`config.mk`:
```
export PLATFORM = sky130hd
export DESIGN_NAME = can_rxbuf_packer
export DESIGN_NICKNAME = d
export VERILOG_FILES = /design/src/rtl/crx_pkg.sv /design/src/rtl/crx_trig_count.sv /design/src/rtl/crx_buf_walker.sv /design/src/rtl/crx_out_stage.sv /design/src/rtl/can_rxbuf_packer.sv
export SDC_FILE = /design/constraint.sdc
export NUM_CORES = 1
export LEC_CHECK = 0
export ABC_AREA = 1
export BUFFER_PORTS_ARGS = -buffer_cell sky130_fd_sc_hd__buf_2
export CORE_ASPECT_RATIO = 0.7
export CORE_UTILIZATION = 40
export CTS_CLUSTER_DIAMETER = 60
export DETAILED_ROUTE_END_ITERATION = 10
export PLACE_DENSITY = 0.66
export SETUP_SLACK_MARGIN = 0.02
export SLEW_MARGIN = 40
export SYNTH_ARGS = -nofsm -noshare
export SYNTH_HDL_FRONTEND = slang
export SYNTH_SLANG_ARGS = --single-unit
```
`constraint.sdc`:
```
create_clock -name clk -period 3 [get_ports clk]
set_clock_uncertainty 0.15 [all_clocks]
set_input_delay 0.45 -clock clk [delete_from_list [all_inputs] [get_ports clk]]
set_output_delay 0.45 -clock clk [all_outputs]
set_load 0.05 [all_outputs]
```
`src/rtl/crx_pkg.sv`:
```
// Package: shared constants and the per-word sideband type of the buffer reader.
// Assumes 32-bit message memory words, little-endian byte lanes.
package crx_pkg;
    localparam int BYTE_LANES = 4;
    localparam int DATA_W     = 8 * BYTE_LANES;
    localparam int HDR_BYTES  = 8;
    localparam int MIN_BYTES  = 16;
    localparam int MAX_BYTES  = 72;
    localparam int OFF_W      = $clog2(MAX_BYTES + BYTE_LANES + 1);

    typedef struct packed {
        logic                  sop;
        logic                  eop;
        logic [BYTE_LANES-1:0] mask;
    } crx_meta_t;
endpackage

```
`src/rtl/crx_trig_count.sv`:
```
// Module: counts outstanding buffer triggers; inc and dec in one cycle cancel.
// Assumes dec is only raised while the count is non-zero; saturates at the top.
module crx_trig_count #(
    parameter int EVT_W = 4
) (
    input  logic clk,
    input  logic rst_n,
    input  logic inc,
    input  logic dec,
    output logic nz
);
    localparam logic [EVT_W-1:0] CNT_MAX = '1;

    logic [EVT_W-1:0] cnt_q;

    // Pending-trigger count update.
    always_ff @(posedge clk) begin
        if (!rst_n) begin
            cnt_q <= '0;
        end else if (inc && !dec && cnt_q != CNT_MAX) begin
            cnt_q <= cnt_q + 1'b1;
        end else if (dec && !inc) begin
            cnt_q <= cnt_q - 1'b1;
        end
    end

    assign nz = (cnt_q != '0);

    // a buffer is never consumed without a pending trigger.
    a_r11_no_underflow: assert property (@(posedge clk) disable iff (!rst_n)
        dec |-> cnt_q != '0);
endmodule

```
`src/rtl/crx_buf_walker.sv`:
```
// Module: walks one receive buffer at a time, issuing word reads at byte offsets.
// Tracks the buffer index in the packet, the header skip and the ping-pong select.
// Assumes a read is accepted every cycle; one idle cycle separates buffers.
module crx_buf_walker
    import crx_pkg::*;
#(
    parameter int SIZE_W = 12,
    parameter int CNT_W  = 12
) (
    input  logic             clk,
    input  logic             rst_n,
    input  logic [SIZE_W-1:0] cfg_size,
    input  logic [CNT_W-1:0]  cfg_count,
    input  logic             pend_nz,
    output logic             consume,
    output logic             rd_req,
    output logic             rd_sel,
    output logic [OFF_W-1:0] rd_off,
    output crx_meta_t        meta,
    output logic [CNT_W-1:0] stat_idx,
    output logic [OFF_W-1:0] stat_off,
    output logic             stat_pp
);
    localparam int OW1 = OFF_W + 1;

    logic             act_q, pp_q;
    logic [OFF_W-1:0] off_q, size_q, size_eff;
    logic [CNT_W-1:0] idx_q, cnt_q, cnt_eff, idx_nxt;
    logic             last_w, start;

    // Clamp the configured size into the legal window.
    always_comb begin
        if (cfg_size < SIZE_W'(MIN_BYTES))      size_eff = OFF_W'(MIN_BYTES);
        else if (cfg_size > SIZE_W'(MAX_BYTES)) size_eff = OFF_W'(MAX_BYTES);
        else                                    size_eff = OFF_W'(cfg_size);
    end

    // Zero buffers per packet means one.
    assign cnt_eff = (cfg_count == '0) ? CNT_W'(1) : cfg_count;

    assign start   = !act_q && pend_nz;
    assign last_w  = ({1'b0, off_q} + OW1'(BYTE_LANES)) >= {1'b0, size_q};
    assign consume = act_q && last_w;
    assign idx_nxt = (idx_q == cnt_q - 1'b1) ? '0 : idx_q + 1'b1;

    // Buffer walk: start, advance by one word, and close out at the last word.
    always_ff @(posedge clk) begin
        if (!rst_n) begin
            act_q  <= 1'b0;
            pp_q   <= 1'b0;
            off_q  <= '0;
            size_q <= OFF_W'(MIN_BYTES);
            idx_q  <= '0;
            cnt_q  <= CNT_W'(1);
        end else if (start) begin
            act_q  <= 1'b1;
            size_q <= size_eff;
            if (idx_q == '0) cnt_q <= cnt_eff;
        end else if (act_q) begin
            if (last_w) begin
                act_q <= 1'b0;
                pp_q  <= ~pp_q;
                idx_q <= idx_nxt;
                off_q <= (idx_nxt == '0) ? '0 : OFF_W'(HDR_BYTES);
            end else begin
                off_q <= off_q + OFF_W'(BYTE_LANES);
            end
        end
    end

    // Byte lanes valid below the buffer end.
    for (genvar j = 0; j < BYTE_LANES; j++) begin : g_lane
        assign meta.mask[j] = ({1'b0, off_q} + OW1'(j)) < {1'b0, size_q};
    end

    assign meta.sop = act_q && idx_q == '0 && off_q == '0;
    assign meta.eop = act_q && last_w && idx_q == cnt_q - 1'b1;
    assign rd_req   = act_q;
    assign rd_sel   = pp_q;
    assign rd_off   = off_q;
    assign stat_idx = idx_q;
    assign stat_off = off_q;
    assign stat_pp  = pp_q;

    // the latched size always lies inside the window while reading.
    a_r1_size_window: assert property (@(posedge clk) disable iff (!rst_n)
        act_q |-> (size_q >= OFF_W'(MIN_BYTES) && size_q <= OFF_W'(MAX_BYTES)));
    // a buffer after the first in its packet starts past the header.
    a_r4_hdr_skip: assert property (@(posedge clk) disable iff (!rst_n)
        ($rose(act_q) && idx_q != '0) |-> off_q == OFF_W'(HDR_BYTES));
    // the select holds inside a buffer and flips after its last word.
    a_r8_pp_hold: assert property (@(posedge clk) disable iff (!rst_n)
        (act_q && !last_w) |=> $stable(pp_q));
    a_r8_pp_flip: assert property (@(posedge clk) disable iff (!rst_n)
        (act_q && last_w) |=> pp_q != $past(pp_q));
    // every issued mask has lane 0 set and is contiguous from the bottom.
    a_r7_mask_shape: assert property (@(posedge clk) disable iff (!rst_n)
        rd_req |-> (meta.mask[0] && ((meta.mask + 1'b1) & meta.mask) == '0));
    // the index stays below the latched count.
    a_r3_idx_bound: assert property (@(posedge clk) disable iff (!rst_n)
        act_q |-> idx_q < cnt_q);
endmodule

```
`src/rtl/crx_out_stage.sv`:
```
// Module: aligns request sideband with the word the memory returns one cycle
// later, zeroes invalid bytes and registers the packed output.
// Assumes fixed one-cycle read latency.
module crx_out_stage
    import crx_pkg::*;
(
    input  logic                  clk,
    input  logic                  rst_n,
    input  logic                  req,
    input  crx_meta_t             meta_in,
    input  logic [DATA_W-1:0]     rd_data,
    output logic                  out_valid,
    output logic [DATA_W-1:0]     out_data,
    output logic [BYTE_LANES-1:0] out_bmask,
    output logic                  out_sop,
    output logic                  out_eop
);
    logic              v1_q;
    crx_meta_t         m1_q;
    logic [DATA_W-1:0] data_n;

    // Stage 1: hold the sideband while the memory produces the word.
    always_ff @(posedge clk) begin
        if (!rst_n) begin
            v1_q <= 1'b0;
            m1_q <= '0;
        end else begin
            v1_q <= req;
            m1_q <= req ? meta_in : '0;
        end
    end

    // Zero bytes outside the valid mask.
    for (genvar j = 0; j < BYTE_LANES; j++) begin : g_zero
        assign data_n[8*j +: 8] = m1_q.mask[j] ? rd_data[8*j +: 8] : 8'h00;
    end

    // Stage 2: register the packed word with its flags.
    always_ff @(posedge clk) begin
        if (!rst_n) begin
            out_valid <= 1'b0;
            out_data  <= '0;
            out_bmask <= '0;
            out_sop   <= 1'b0;
            out_eop   <= 1'b0;
        end else begin
            out_valid <= v1_q;
            out_data  <= v1_q ? data_n : '0;
            out_bmask <= m1_q.mask;
            out_sop   <= m1_q.sop;
            out_eop   <= m1_q.eop;
        end
    end

    // packet marks never appear on an empty slot.
    a_r5_marks_valid: assert property (@(posedge clk) disable iff (!rst_n)
        (out_sop || out_eop) |-> out_valid);
endmodule

```
`src/rtl/can_rxbuf_packer.sv`:
```
// Module: top of the CAN receive-buffer packetizing reader. Counts triggers,
// walks buffers through message memory and packs the returned words.
// Assumes the memory returns rd_data one cycle after rd_req.
module can_rxbuf_packer
    import crx_pkg::*;
#(
    parameter int SIZE_W = 12,
    parameter int CNT_W  = 12,
    parameter int EVT_W  = 4
) (
    input  logic                  clk,
    input  logic                  rst_n,
    input  logic [SIZE_W-1:0]     cfg_buf_size,
    input  logic [CNT_W-1:0]      cfg_buf_count,
    input  logic                  buf_trig,
    output logic                  rd_req,
    output logic                  rd_buf_sel,
    output logic [OFF_W-1:0]      rd_offset,
    input  logic [DATA_W-1:0]     rd_data,
    output logic                  out_valid,
    output logic [DATA_W-1:0]     out_data,
    output logic [BYTE_LANES-1:0] out_bmask,
    output logic                  out_sop,
    output logic                  out_eop,
    output logic [CNT_W-1:0]      stat_buf_idx,
    output logic [OFF_W-1:0]      stat_next_off,
    output logic                  stat_pingpong
);
    logic      pend_nz, consume;
    crx_meta_t meta;

    crx_trig_count #(.EVT_W(EVT_W)) u_cnt (
        .clk(clk), .rst_n(rst_n), .inc(buf_trig), .dec(consume), .nz(pend_nz)
    );

    crx_buf_walker #(.SIZE_W(SIZE_W), .CNT_W(CNT_W)) u_walk (
        .clk(clk), .rst_n(rst_n), .cfg_size(cfg_buf_size), .cfg_count(cfg_buf_count),
        .pend_nz(pend_nz), .consume(consume), .rd_req(rd_req), .rd_sel(rd_buf_sel),
        .rd_off(rd_offset), .meta(meta), .stat_idx(stat_buf_idx),
        .stat_off(stat_next_off), .stat_pp(stat_pingpong)
    );

    crx_out_stage u_out (
        .clk(clk), .rst_n(rst_n), .req(rd_req), .meta_in(meta), .rd_data(rd_data),
        .out_valid(out_valid), .out_data(out_data), .out_bmask(out_bmask),
        .out_sop(out_sop), .out_eop(out_eop)
    );
endmodule

```
==> out/metrics.csv, run 1 <==
stage,metric,value,unit
min_path,holdPathStages,3,
finish,syn_to_final_growth,24.9,%
synth,synthCells,621,
die,die_y,90.9,um
finish,fin_cells,898,
worst_setup_path,cp_max_fo,6,
global_route,first_global_vias,3885,
sta,tightest_slew,0.598,ns
finish,drive_above_1_share,25.8,%
cts,hold_buffers,0,
die,start_util,41.0,%
synth,synthFlopType,dfxtp_1,
synth,async_flop_share,0,%
cts,cts.clk_slew.worst_paths,0.07,ns
synth,netlist.area_leader.share,39.0,%
die,core-area,0.0110,mm^2
pwr,max-vdd-ir-drop,0.301,mV
synth,synth_top_cell_by_area,dfxtp_1,
drt,vias_per_cell,4.74,
sta,min_period,2.84,ns
die,dieArea,0.0117,mm^2
cts,cts_tree,built,
worst_setup_path,crit_arrival,2.96,ns
worst_setup_path,critPathLaunchType,flip-flop,
drt,drtPass1Iterations,5,
worst_setup_path,crit_path_end_kind,flip-flop,
finish,nNetsFinal,826,
drt,drtIter0Drc,202,
drt,wirelength,11.4,mm
pwr,p_per_area,824,mW/mm^2
synth,ys_seq_area_share,39.0,%
outcome,outcome,"finished, final reports clean",
min_path,hp-class,primary input to flip-flop,
flow_run,max_cap_viol_count,0,
placed_design,dp_hpwl,8.80,mm
synth,ys_ff_latch,88,
placed_design,port_buffers,122,
cts,insertion_delay,0.34,ns
sta,relSlewSlack,60.0,%
synth,synthTopCellsByCount,"nand2_1 (120), inv_1 (97), dfxtp_1 (88)",
synth,yosysMostFrequentCell,nand2_1,
drt,vias,4253,
worst_setup_path,rr_endpoint,u_cnt.cnt_q[3]$_SDFFE_PN0P_,
synth,synth_edf_count,0,
worst_setup_path,cp_data_required_time,3.12,ns
min_path,holdPathEnd,u_out.out_data[16]$_SDFF_PN0_,
sta,finalCritPeriodShare,94.7,%
synth,synth_top_cells_by_area,"dfxtp_1 (39%), nand2_1 (10%), inv_1 (8.1%)",
cts,ctsRootBufferMaster,clkbuf_16,
cts,clock-sinks,88,
sta,fin_ws,0.159,ns
drt,drcViolationCount,0,
cts,cts_max_path_buffers,2,
pwr,p_leak,0.00302,uW
sta,setup_viol,0,
worst_setup_path,reg2reg_slack,0.16,ns
global_route,grt_pass1_wl,18.6,mm
placed_design,dp.cells,875,
cts,cts_buffers,9,
die,io-pin-count,127,
global_route,grt-ovfl-total,0,
synth,netlist_area,0.00452,mm^2
sta,clock.fmax,352,MHz
worst_setup_path,worstSetupPathType,flip-flop to flip-flop,
worst_setup_path,reg2reg_depth,17,
global_route,grt_use_total,20.0,%
finish,num_antenna_cells,0,
drt,post_drt_wl_per_cell,12.7,um
synth,ys_types,43,
die,row_count,32,
worst_setup_path,reg2reg_from,u_walk.rd_off[2]$_SDFFE_PN0P_,
global_route,antenna_found_initial,0,
min_path,hold_start,rd_data[16],
synth,ys_warn_count,0,
global_route,grt_start_max_net_pins,29,
placed_design,post-place-ws,0.0595,ns
cts,h-tree-depth,3,
drt,postRouteAntennaNets,0,
sta,slew_viol_final,0,
die,die_width,129,um
synth,avgSynthCellArea,7.27,um^2
sta,finalHoldViolations,0,
placed_design,place.gp.congestion,0.898,
==> area by class of cell <==
class                      instances  area [um^2]
fill                            1097         5370
multi-input combinational        403         2320
sequential                        88         1780
timing repair buffer             130          671
inverter                         108          405
clock buffer                       9          225
tap                              153          191
clock inverter                     7         53.8
==> flip-flops by register name (all words and copies together), names as in the netlist <==
register / flops
u_walk.rd_off: 5
u_out.out_data: 32
u_out.out_sop: 1
u_walk.cnt_q: 12
u_walk.stat_idx: 12
u_walk.size_q: 7
u_out.v1_q: 1
u_walk.rd_sel: 1
u_cnt.cnt_q: 4
u_out.out_valid: 1
u_walk.rd_req: 1
u_out.m1_q: 6
u_out.out_bmask: 4
u_out.out_eop: 1
==> metal layers <==
metal	vias up	wire length, um	track usage, %
met5	-	0	0
met4	0	110	5.78
met3	9	836	4.09
met2	162	4800	30.6
met1	1875	5660	28.2
li1	2207	-	-
==> worst max path at each step <==
| stage | start | to | slack (ns) | cells past startpoint |
|---|---|---|---|---|
| final | u_walk.rd_off[2]$_SDFFE_PN0P_ | u_cnt.cnt_q[3]$_SDFFE_PN0P_ | 0.16 | 17 |
| after CTS | u_walk.rd_off[2]$_SDFFE_PN0P_ | u_cnt.cnt_q[3]$_SDFFE_PN0P_ | 0.03 | 16 |
| after detailed placement | u_walk.rd_off[2]$_SDFFE_PN0P_ | u_cnt.cnt_q[3]$_SDFFE_PN0P_ | 0.06 | 16 |
| after global placement | u_walk.rd_off[2]$_SDFFE_PN0P_ | u_cnt.cnt_q[3]$_SDFFE_PN0P_ | 0.15 | 17 |
| after global routing | u_walk.rd_off[2]$_SDFFE_PN0P_ | u_cnt.cnt_q[3]$_SDFFE_PN0P_ | -0.02 | 17 |
| after floorplan | u_walk.rd_off[4]$_SDFFE_PN0P_ | u_cnt.cnt_q[3]$_SDFFE_PN0P_ | 0.06 | 18 |
==> cells in the final DEF, fill, tap and decap left out, types with 2 or more instances in the layout <==
cell	instances
o21a_1	2
a21oi_1	38
nor2_4	2
buf_4	8
a21o_1	2
inv_2	12
o21ai_1	4
buf_2	122
a211oi_1	18
conb_1	4
xnor2_1	6
nand2_2	5
nor2_2	6
dfxtp_2	2
inv_1	96
o21ai_0	21
nand4_1	9
nand2_4	2
nor2_1	71
nand3_1	24
clkbuf_16	9
dfxtp_4	3
clkinv_2	2
nor3_1	6
ha_1	21
o21ai_2	3
clkinv_4	2
nand2_1	119
nor4_1	4
dfxtp_1	83
o21bai_1	3
ha_4	5
a21oi_2	2
xor2_1	11
==> metrics by stage <==
stage / total power [uW] / setup TNS, ns / hold WS, ns / utilization, % / instance area [um^2]
CTS: 4540 / 0 / 0.154 / 50.0 / 5510
floorplan: 3060 / 0 / 0.240 / - / 4570
global route: 4990 / -0.0175 / 0.164 / 51.2 / 5640
detailed placement: 3480 / 0 / 0.250 / 47.5 / 5230
finish: 4640 / 0 / 0.168 / 51.2 / 5640
global placement: 3450 / 0 / 0.249 / 47.5 / 5230
==> kinds of logic after synthesis <==
family | count (synthesis) | share of synthesized area [%]
other | 1 | 0.0830
xor gates and xnor gates | 17 | 3.30
and+or+nand+nor | 254 | 24.1
buffers and inverters | 133 | 12.2
AOI/OAI and AO/OA | 101 | 13.7
DFF | 88 | 39.0
adders and majority gates | 27 | 7.65
==> critical path: stages, from the launching register on <==
cell,delay (ns)
dfxtp_4,0.39
ha_4,0.14
nand3_1,0.09
xor2_1,0.17
ha_1,0.30
inv_2,0.07
o221ai_1,0.12
inv_1,0.08
nand2_2,0.07
nand2_4,0.07
nand3_4,0.11
ha_4,0.25
a21o_1,0.18
a31oi_2,0.19
nand3_1,0.12
o21ai_2,0.08
o21ai_1,0.07
a21oi_1,0.13
==> what timing repair did <==
item / CTS / global route
setup endpoints to repair: 0 / 1
gates resized for setup: 0 / 14
buffers inserted: 0 / 7
==> power breakdown <==
| group | total, uW | internal (uW) | leakage, uW | switching, uW |
|---|---|---|---|---|
| clock | 1040 | 570 | 0.000142 | 475 |
| sequential | 1550 | 1340 | 0.000719 | 210 |
| combinational | 2050 | 698 | 0.00216 | 1350 |
Note: power is estimated with default switching activity, not from simulation.
==> run 2: changes to the inputs <==
--- a/config.mk
+++ b/config.mk
@@ -11,7 +11,7 @@
 export CORE_UTILIZATION = 40
 export CTS_CLUSTER_DIAMETER = 60
 export DETAILED_ROUTE_END_ITERATION = 10
-export PLACE_DENSITY = 0.66
+export PLACE_DENSITY = 0.72
 export SETUP_SLACK_MARGIN = 0.02
 export SLEW_MARGIN = 40
 export SYNTH_ARGS = -nofsm -noshare
==> out/metrics.csv, run 2 (same netlist as run 1, synthesis figures left out) <==
stage,metric,value,unit,change
die,start_util,41.0,%,unchanged
outcome,outcome,"finished, final reports clean",,unchanged
cts,cts_tree,built,,unchanged
placed_design,place.gp.congestion,0.854,,was 0.898
die,io-pin-count,127,,unchanged
worst_setup_path,crit_buf_inv,2,,unchanged
die,die_y,90.9,um,unchanged
sta,fin_ws,0.203,ns,was 0.159 ns
worst_setup_path,slowest_delay,0.39,ns,about the same
cts,h-tree-depth,3,,unchanged
drt,vias,4190,,"was 4,253"
drt,wirelength,11.1,mm,was 11.4 mm
global_route,grt_start_max_net_pins,29,,unchanged
finish,area.sequential,0.00178,mm^2,unchanged
drt,vias_per_cell,4.66,,was 4.74
finish,fill_cells,1028,,"was 1,097"
pwr,max-vdd-ir-drop,0.386,mV,was 0.301 mV
placed_design,post-place-ws,0.0293,ns,was 0.0595 ns
drt,drcViolationCount,0,,unchanged
die,die_width,129,um,unchanged
finish,largest_reg_flops,32,,unchanged
sta,worst_hold_slack,0.167,ns,was 0.168 ns
global_route,met2_usage,26.7,%,was 30.6%
placed_design,port_buffers,122,,unchanged
sta,clock.fmax,358,MHz,was 352 MHz
worst_setup_path,worstSetupPathType,flip-flop to flip-flop,,unchanged
global_route,antenna_found_initial,0,,unchanged
worst_setup_path,crit_path_end_kind,flip-flop,,unchanged
worst_setup_path,path_cells,"ha_4, nand3_1, xor2_1, ha_1, inv_1, o221ai_2, inv_1, nand2_1, nand2_2, nand3_4, ha_4, a21o_1, a31oi_4, nand3_2, o21ai_2, o21ai_0, a21oi_1",,"was ha_4, nand3_1, xor2_1, ha_1, inv_2, o221ai_1, inv_1, nand2_2, nand2_4, nand3_4, ha_4, a21o_1, a31oi_2, nand3_1, o21ai_2, o21ai_1, a21oi_1"
die,dieArea,0.0117,mm^2,unchanged
sta,finalCritPeriodShare,93.2,%,was 94.7%
finish,layout_commonest_cell,buf_2,,unchanged
finish,multi_input_area,0.00233,mm^2,was 0.00232 mm^2
die,core-area,0.0110,mm^2,unchanged
cts,insertion_delay,0.34,ns,about the same
global_route,grt.busiest_layer,met1,,was met2
cts,cts_buffers,9,,unchanged
sta,finalHoldViolations,0,,unchanged
drt,postRouteAntennaNets,0,,unchanged
finish,postLayoutCoreUtil,51.7,%,was 51.2%
drt,drtPass1Iterations,5,,unchanged
placed_design,dp_hpwl,8.45,mm,was 8.80 mm
sta,setup_viol,0,,unchanged
global_route,met1_usage,28.9,%,was 28.2%
cts,cts_max_path_buffers,2,,unchanged
global_route,use_met3,4.68,%,was 4.09%
die,row_count,32,,unchanged
finish,final_area,0.00570,mm^2,was 0.00564 mm^2
drt,post_drt_wl_per_cell,12.4,um,was 12.7 um
worst_setup_path,crit_arrival,2.91,ns,was 2.96 ns
finish,fin_cells,900,,was 898
finish,nNetsFinal,828,,was 826
worst_setup_path,cp_data_required_time,3.12,ns,about the same
global_route,grt_pass1_wl,17.6,mm,was 18.6 mm
placed_design,place_area,0.00524,mm^2,was 0.00523 mm^2
sta,relSlewSlack,57.8,%,was 60.0%
sta,slew_viol_final,0,,unchanged
cts,hold_buffers,0,,unchanged
global_route,grt_use_total,19.3,%,was 20.0%
sta,min_period,2.80,ns,was 2.84 ns
global_route,first_global_vias,3485,,"was 3,885"
flow_run,max_cap_viol_count,0,,unchanged
worst_setup_path,cp_slowest_cell,dfxtp_4,,unchanged
pwr,p_per_area,840,mW/mm^2,was 824 mW/mm^2
finish,layout_common_cells,"buf_2 (122), nand2_1 (120), inv_1 (97)",,"was buf_2 (122), nand2_1 (119), inv_1 (96)"
worst_setup_path,critPathTopFamily,compound AO/OA/AOI/OAI gates,,unchanged
global_route,grt-ovfl-total,0,,unchanged
finish,num_antenna_cells,0,,unchanged
finish,syn_to_final_growth,26.1,%,was 24.9%
cts,ctsRootBufferMaster,clkbuf_16,,unchanged
pwr,p_leak,0.00303,uW,was 0.00302 uW
finish,regMostFlops,u_out.out_data,,unchanged
placed_design,dp.cells,876,,was 875
drt,drtIter0Drc,284,,was 202
min_path,hp-class,primary input to flip-flop,,unchanged
finish,drive_above_1_share,25.8,%,about the same
sta,tightest_slew,0.632,ns,was 0.598 ns
cts,clock-sinks,88,,unchanged
cts,cts.clk_slew.worst_paths,0.07,ns,about the same
worst_setup_path,cp_max_fo,7,,was 6
worst_setup_path,critPathLaunchType,flip-flop,,unchanged
run 2: cell count changes in the layout (fill, tap and decap cells not counted), sizes merged:
cell | previous run | this run
inv | 111 | 113
buf | 130 | 132
bufinv | 0 | 1
clkinv | 4 | 1
run 2: power by group:
group	total (uW)	internal (uW)	switching, uW
Clock	1170	665	500
Combinational	2070	706	1370
Sequential	1550	1340	208
Total	4780	2710	2070
run 2: per-stage QoR:
stage,setup TNS [ns],total power [uW]
after floorplan,0,3060
after global placement,0,3470
after detailed placement,0,3500
after CTS,0,4680
after global routing,-0.0148,5130
final,0,4780
run 2: repair_timing:
action,in CTS,in global routing
hold endpoints to repair,0,0
gates resized for setup,0,12
endpoints found under the setup margin,0,2
buffers inserted,0,8
run 2: layout make-up:
| cell class | instances | area share, % |
|---|---|---|
| repair buffers | 132 | 12.0 |
| multi-input cells | 403 | 40.9 |
| well taps | 153 | 3.36 |
| clock inverters | 7 | 1.49 |
| inverters | 108 | 7.12 |
| clock buffers | 9 | 3.95 |
| flip-flops and latches | 88 | 31.2 |
run 2: worst paths after layout:
check | cells after the start | slack [ns] | end | start
setup / recovery | 17 | 0.20 | u_cnt.cnt_q[3]$_SDFFE_PN0P_ | u_walk.rd_off[2]$_SDFFE_PN0P_
hold / removal | 3 | 0.17 | u_out.out_data[28]$_SDFF_PN0_ | rd_data[28]
setup reg to reg | 17 | 0.20 | u_cnt.cnt_q[3]$_SDFFE_PN0P_ | u_walk.rd_off[2]$_SDFFE_PN0P_
hold reg to reg | 2 | 0.27 | u_out.out_eop$_SDFF_PN0_ | u_out.m1_q[4]$_SDFF_PN0_
run 2: worst register-to-register path: stages (launching register included):
cell and delay (ns):
dfxtp_4 0.39, ha_4 0.15, nand3_1 0.09, xor2_1 0.16, ha_1 0.27, inv_1 0.05, o221ai_2 0.16, inv_1 0.05
nand2_1 0.09, nand2_2 0.08, nand3_4 0.11, ha_4 0.22, a21o_1 0.21, a31oi_4 0.18, nand3_2 0.10, o21ai_2 0.07
o21ai_0 0.08, a21oi_1 0.13
run 2: layer usage:
layer / routed length (um) / up-vias
met2: 4470 / 167
met3: 803 / 10
met5: 0 / -
met4: 109 / 0
met1: 5750 / 1796
li1: - / 2217
==> run 3: changes to the inputs <==
--- a/config.mk
+++ b/config.mk
@@ -5,15 +5,14 @@
 export SDC_FILE = /design/constraint.sdc
 export NUM_CORES = 1
 export LEC_CHECK = 0
-export ABC_AREA = 1
 export BUFFER_PORTS_ARGS = -buffer_cell sky130_fd_sc_hd__buf_2
 export CORE_ASPECT_RATIO = 0.7
 export CORE_UTILIZATION = 40
 export CTS_CLUSTER_DIAMETER = 60
 export DETAILED_ROUTE_END_ITERATION = 10
-export PLACE_DENSITY = 0.72
+export PLACE_DENSITY = 0.73
 export SETUP_SLACK_MARGIN = 0.02
-export SLEW_MARGIN = 40
+export SLEW_MARGIN = 0
 export SYNTH_ARGS = -nofsm -noshare
 export SYNTH_HDL_FRONTEND = slang
 export SYNTH_SLANG_ARGS = --single-unit
==> out/metrics.csv, run 3 <==
stage,metric,value,unit,change
synth,synthCells,494,,was 621
global_route,grt_use_total,20.2,%,was 19.3%
synth,ys_warn_count,0,,unchanged
finish,layout_commonest_cell,buf_2,,unchanged
cts,h-tree-depth,3,,unchanged
sta,slew_viol_final,0,,unchanged
pwr,combPwrFrac,46.4,%,was 43.3%
cts,insertion_delay,0.34,ns,about the same
sta,finalCritPeriodShare,97.3,%,was 93.2%
pwr,clkPwrFrac,23.0,%,was 24.4%
synth,netlist.area_leader.share,40.0,%,was 39.0%
min_path,hp-class,primary input to flip-flop,,unchanged
drt,drtPass1Iterations,4,,was 5
synth,ys_seq_area_share,40.0,%,was 39.0%
finish,num_antenna_cells,0,,unchanged
sta,rsz0062_at_grt,true,,
drt,vias,3990,,"was 4,190"
sta,finalHoldViolations,0,,unchanged
die,die_y,89.8,um,was 90.9 um
pwr,power.total,5320,uW,was 4780 uW
synth,async_flop_share,0,%,unchanged
pwr,switchingPower,2200,uW,was 2070 uW
pwr,switching_share,41.4,%,was 43.3%
worst_setup_path,cp_data_required_time,3.07,ns,was 3.12 ns
drt,vias_per_cell,5.17,,was 4.66
synth,ys_ff_latch,88,,unchanged
worst_setup_path,crit_path_end_kind,flip-flop,,unchanged
cts,cts_buffers,9,,unchanged
finish,final_area,0.00572,mm^2,was 0.00570 mm^2
finish,nNetsFinal,705,,was 828
drt,drcViolationCount,0,,unchanged
synth,synthFlopType,dfxtp_1,,unchanged
cts,ctsRootBufferMaster,clkbuf_16,,unchanged
synth,synth_edf_count,0,,unchanged
synth,ys_types,59,,was 43
synth,avgSynthCellArea,8.92,um^2,was 7.27 um^2
outcome,outcome,"finished, final reports clean",,unchanged
sta,setup_viol,0,,unchanged
synth,synth_top_cells_by_area,"dfxtp_1 (40%), ha_1 (7.4%), and2_1 (5.8%)",,"was dfxtp_1 (39%), nand2_1 (10%), inv_1 (8.1%)"
placed_design,port_buffers,122,,unchanged
cts,clock-sinks,88,,unchanged
worst_setup_path,cp_max_fo,4,,was 7
pwr,p_leak,0.00264,uW,was 0.00303 uW
global_route,grt_pass1_wl,18.3,mm,was 17.6 mm
finish,layout_common_cells,"buf_2 (122), dfxtp_1 (83), and2_1 (41)",,"was buf_2 (122), nand2_1 (120), inv_1 (97)"
global_route,grt-ovfl-total,0,,unchanged
sta,min_period,2.92,ns,was 2.80 ns
finish,postLayoutCoreUtil,54.5,%,was 51.7%
drt,drtIter0Drc,247,,was 284
sta,relSlewSlack,64.4,%,was 57.8%
flow_run,max_cap_viol_count,0,,unchanged
die,core-area,0.0105,mm^2,was 0.0110 mm^2
pwr,p_int,3120,uW,was 2710 uW
finish,regMostFlops,u_out.out_data,,unchanged
finish,syn_to_final_growth,30.0,%,was 26.1%
die,io-pin-count,127,,unchanged
cts,cts_max_path_buffers,2,,unchanged
cts,cts.clk_slew.worst_paths,0.07,ns,about the same
global_route,first_global_vias,3652,,"was 3,485"
die,die_width,127,um,was 129 um
sta,tightest_slew,0.530,ns,was 0.632 ns
die,row_count,31,,was 32
synth,yosysMostFrequentCell,dfxtp_1,,was nand2_1
drt,postRouteAntennaNets,0,,unchanged
synth,netlist_area,0.00440,mm^2,was 0.00452 mm^2
placed_design,dp_hpwl,8.48,mm,was 8.45 mm
sta,clock.fmax,342,MHz,was 358 MHz
drt,post_drt_wl_per_cell,14.9,um,was 12.4 um
cts,cts_tree,built,,unchanged
die,start_util,41.9,%,was 41.0%
worst_setup_path,critPathLaunchType,flip-flop,,unchanged
pwr,power_frac_seq,30.6,%,was 32.3%
die,dieArea,0.0114,mm^2,was 0.0117 mm^2
worst_setup_path,crit_arrival,2.99,ns,was 2.91 ns
placed_design,place.gp.congestion,0.898,,was 0.854
drt,wirelength,11.5,mm,was 11.1 mm
pwr,max-vdd-ir-drop,0.458,mV,was 0.386 mV
synth,synth_top_cell_by_area,dfxtp_1,,unchanged
finish,largest_reg_flops,32,,unchanged
finish,drive_above_1_share,31.9,%,was 25.8%
pwr,p_per_area,929,mW/mm^2,was 840 mW/mm^2
global_route,antenna_found_initial,0,,unchanged
global_route,grt_start_max_net_pins,29,,unchanged
synth,synthTopCellsByCount,"dfxtp_1 (88), and2_1 (41), nor2_1 (38)",,"was nand2_1 (120), inv_1 (97), dfxtp_1 (88)"
worst_setup_path,worstSetupPathType,flip-flop to flip-flop,,unchanged
sta,finalSetupTns,0,ns,unchanged
placed_design,place_area,0.00525,mm^2,was 0.00524 mm^2
==> run 3: cell count changes after synthesis, sizes merged, moves of 9 or more <==
cell / previous run / this run
nand2: 126 / 21
inv: 108 / 16
a21oi: 40 / 22
mux2i: 0 / 12
clkbuf: 10 / 26
xnor2: 6 / 15
and3: 1 / 10
a211oi: 18 / 6
nor2: 79 / 38
and2: 0 / 41
==> run 3: area by class of cell <==
type	instances	area (um^2)
clock buffers	11	264
inverters	16	62.6
fillers	945	4790
flip-flops and latches	88	1780
multi-input cells	356	2550
repair buffers	148	818
clock inverters	5	67.6
well taps	148	185
==> run 3: kinds of logic after synthesis <==
family / count (synthesis) / synth area share (%)
buffers and inverters: 53 / 5.40
and+or+nand+nor: 195 / 24.7
xor gates and xnor gates: 24 / 4.77
other: 1 / 0.0851
muxes: 13 / 2.98
adders and majority gates: 27 / 7.84
DFF: 88 / 40.0
AOI/OAI and AO/OA: 93 / 14.2
==> run 3: layer usage <==
layer  part of all wire, %  up-vias  track usage (%)
li1                      -     1991                -
met1                    48     1825             28.4
met2                    43      165             31.1
met3                   7.7        9             4.11
met4                   1.0        0             5.85
met5                     0        -                0
==> run 3: power by group through the flow <==
stage          Clock, uW  Sequential [uW]  Combinational, uW
6_report            1220             1630               2470
5_1_grt             1300             1660               2710
4_1_cts             1250             1620               2420
3_5_place_dp           0             1660               2360
3_3_place_gp           0             1640               2320
2_1_floorplan          0             1790               1660
==> run 3: path summary, 6_finish.rpt <==
kind | endpoint | startpoint | slack, ns | cells after the start
worst min-delay path | u_out.out_data[24]$_SDFF_PN0_ | rd_data[24] | 0.16 | 2
worst max-delay path | u_cnt.cnt_q[3]$_SDFFE_PN0P_ | u_walk.rd_off[2]$_SDFFE_PN0P_ | 0.08 | 15
worst min register to register | u_out.out_eop$_SDFF_PN0_ | u_out.m1_q[4]$_SDFF_PN0_ | 0.29 | 1
worst max register to register | u_cnt.cnt_q[3]$_SDFFE_PN0P_ | u_walk.rd_off[2]$_SDFFE_PN0P_ | 0.08 | 15
==> run 3: what timing repair did <==
item,CTS,global route
endpoints found under the setup margin,1,1
gates resized for setup,1,4
buffers inserted,2,11
hold buffers,0,0
pin swaps,0,7
==> run 3: critical path, cell delays in order, from the launching register on <==
cell,delay (ns)
dfxtp_4,0.39
ha_4,0.18
nand3_4,0.08
xnor2_2,0.14
ha_2,0.20
a31o_4,0.24
o21ai_4,0.15
a21o_1,0.16
nand3_4,0.11
ha_4,0.22
a21o_1,0.17
a21oi_2,0.20
nor2_2,0.06
a22oi_2,0.16
xor2_1,0.15
nor2_1,0.05
==> run 3: through the flow <==
step	setup WS, ns	hold WS (ns)	std cells
floorplan	-0.168	0.262	497
finish	0.0798	0.159	772
global route	-0.0595	0.158	772
CTS	0.0244	0.147	761
detailed placement	0.00914	0.284	743
global placement	0.111	0.269	743
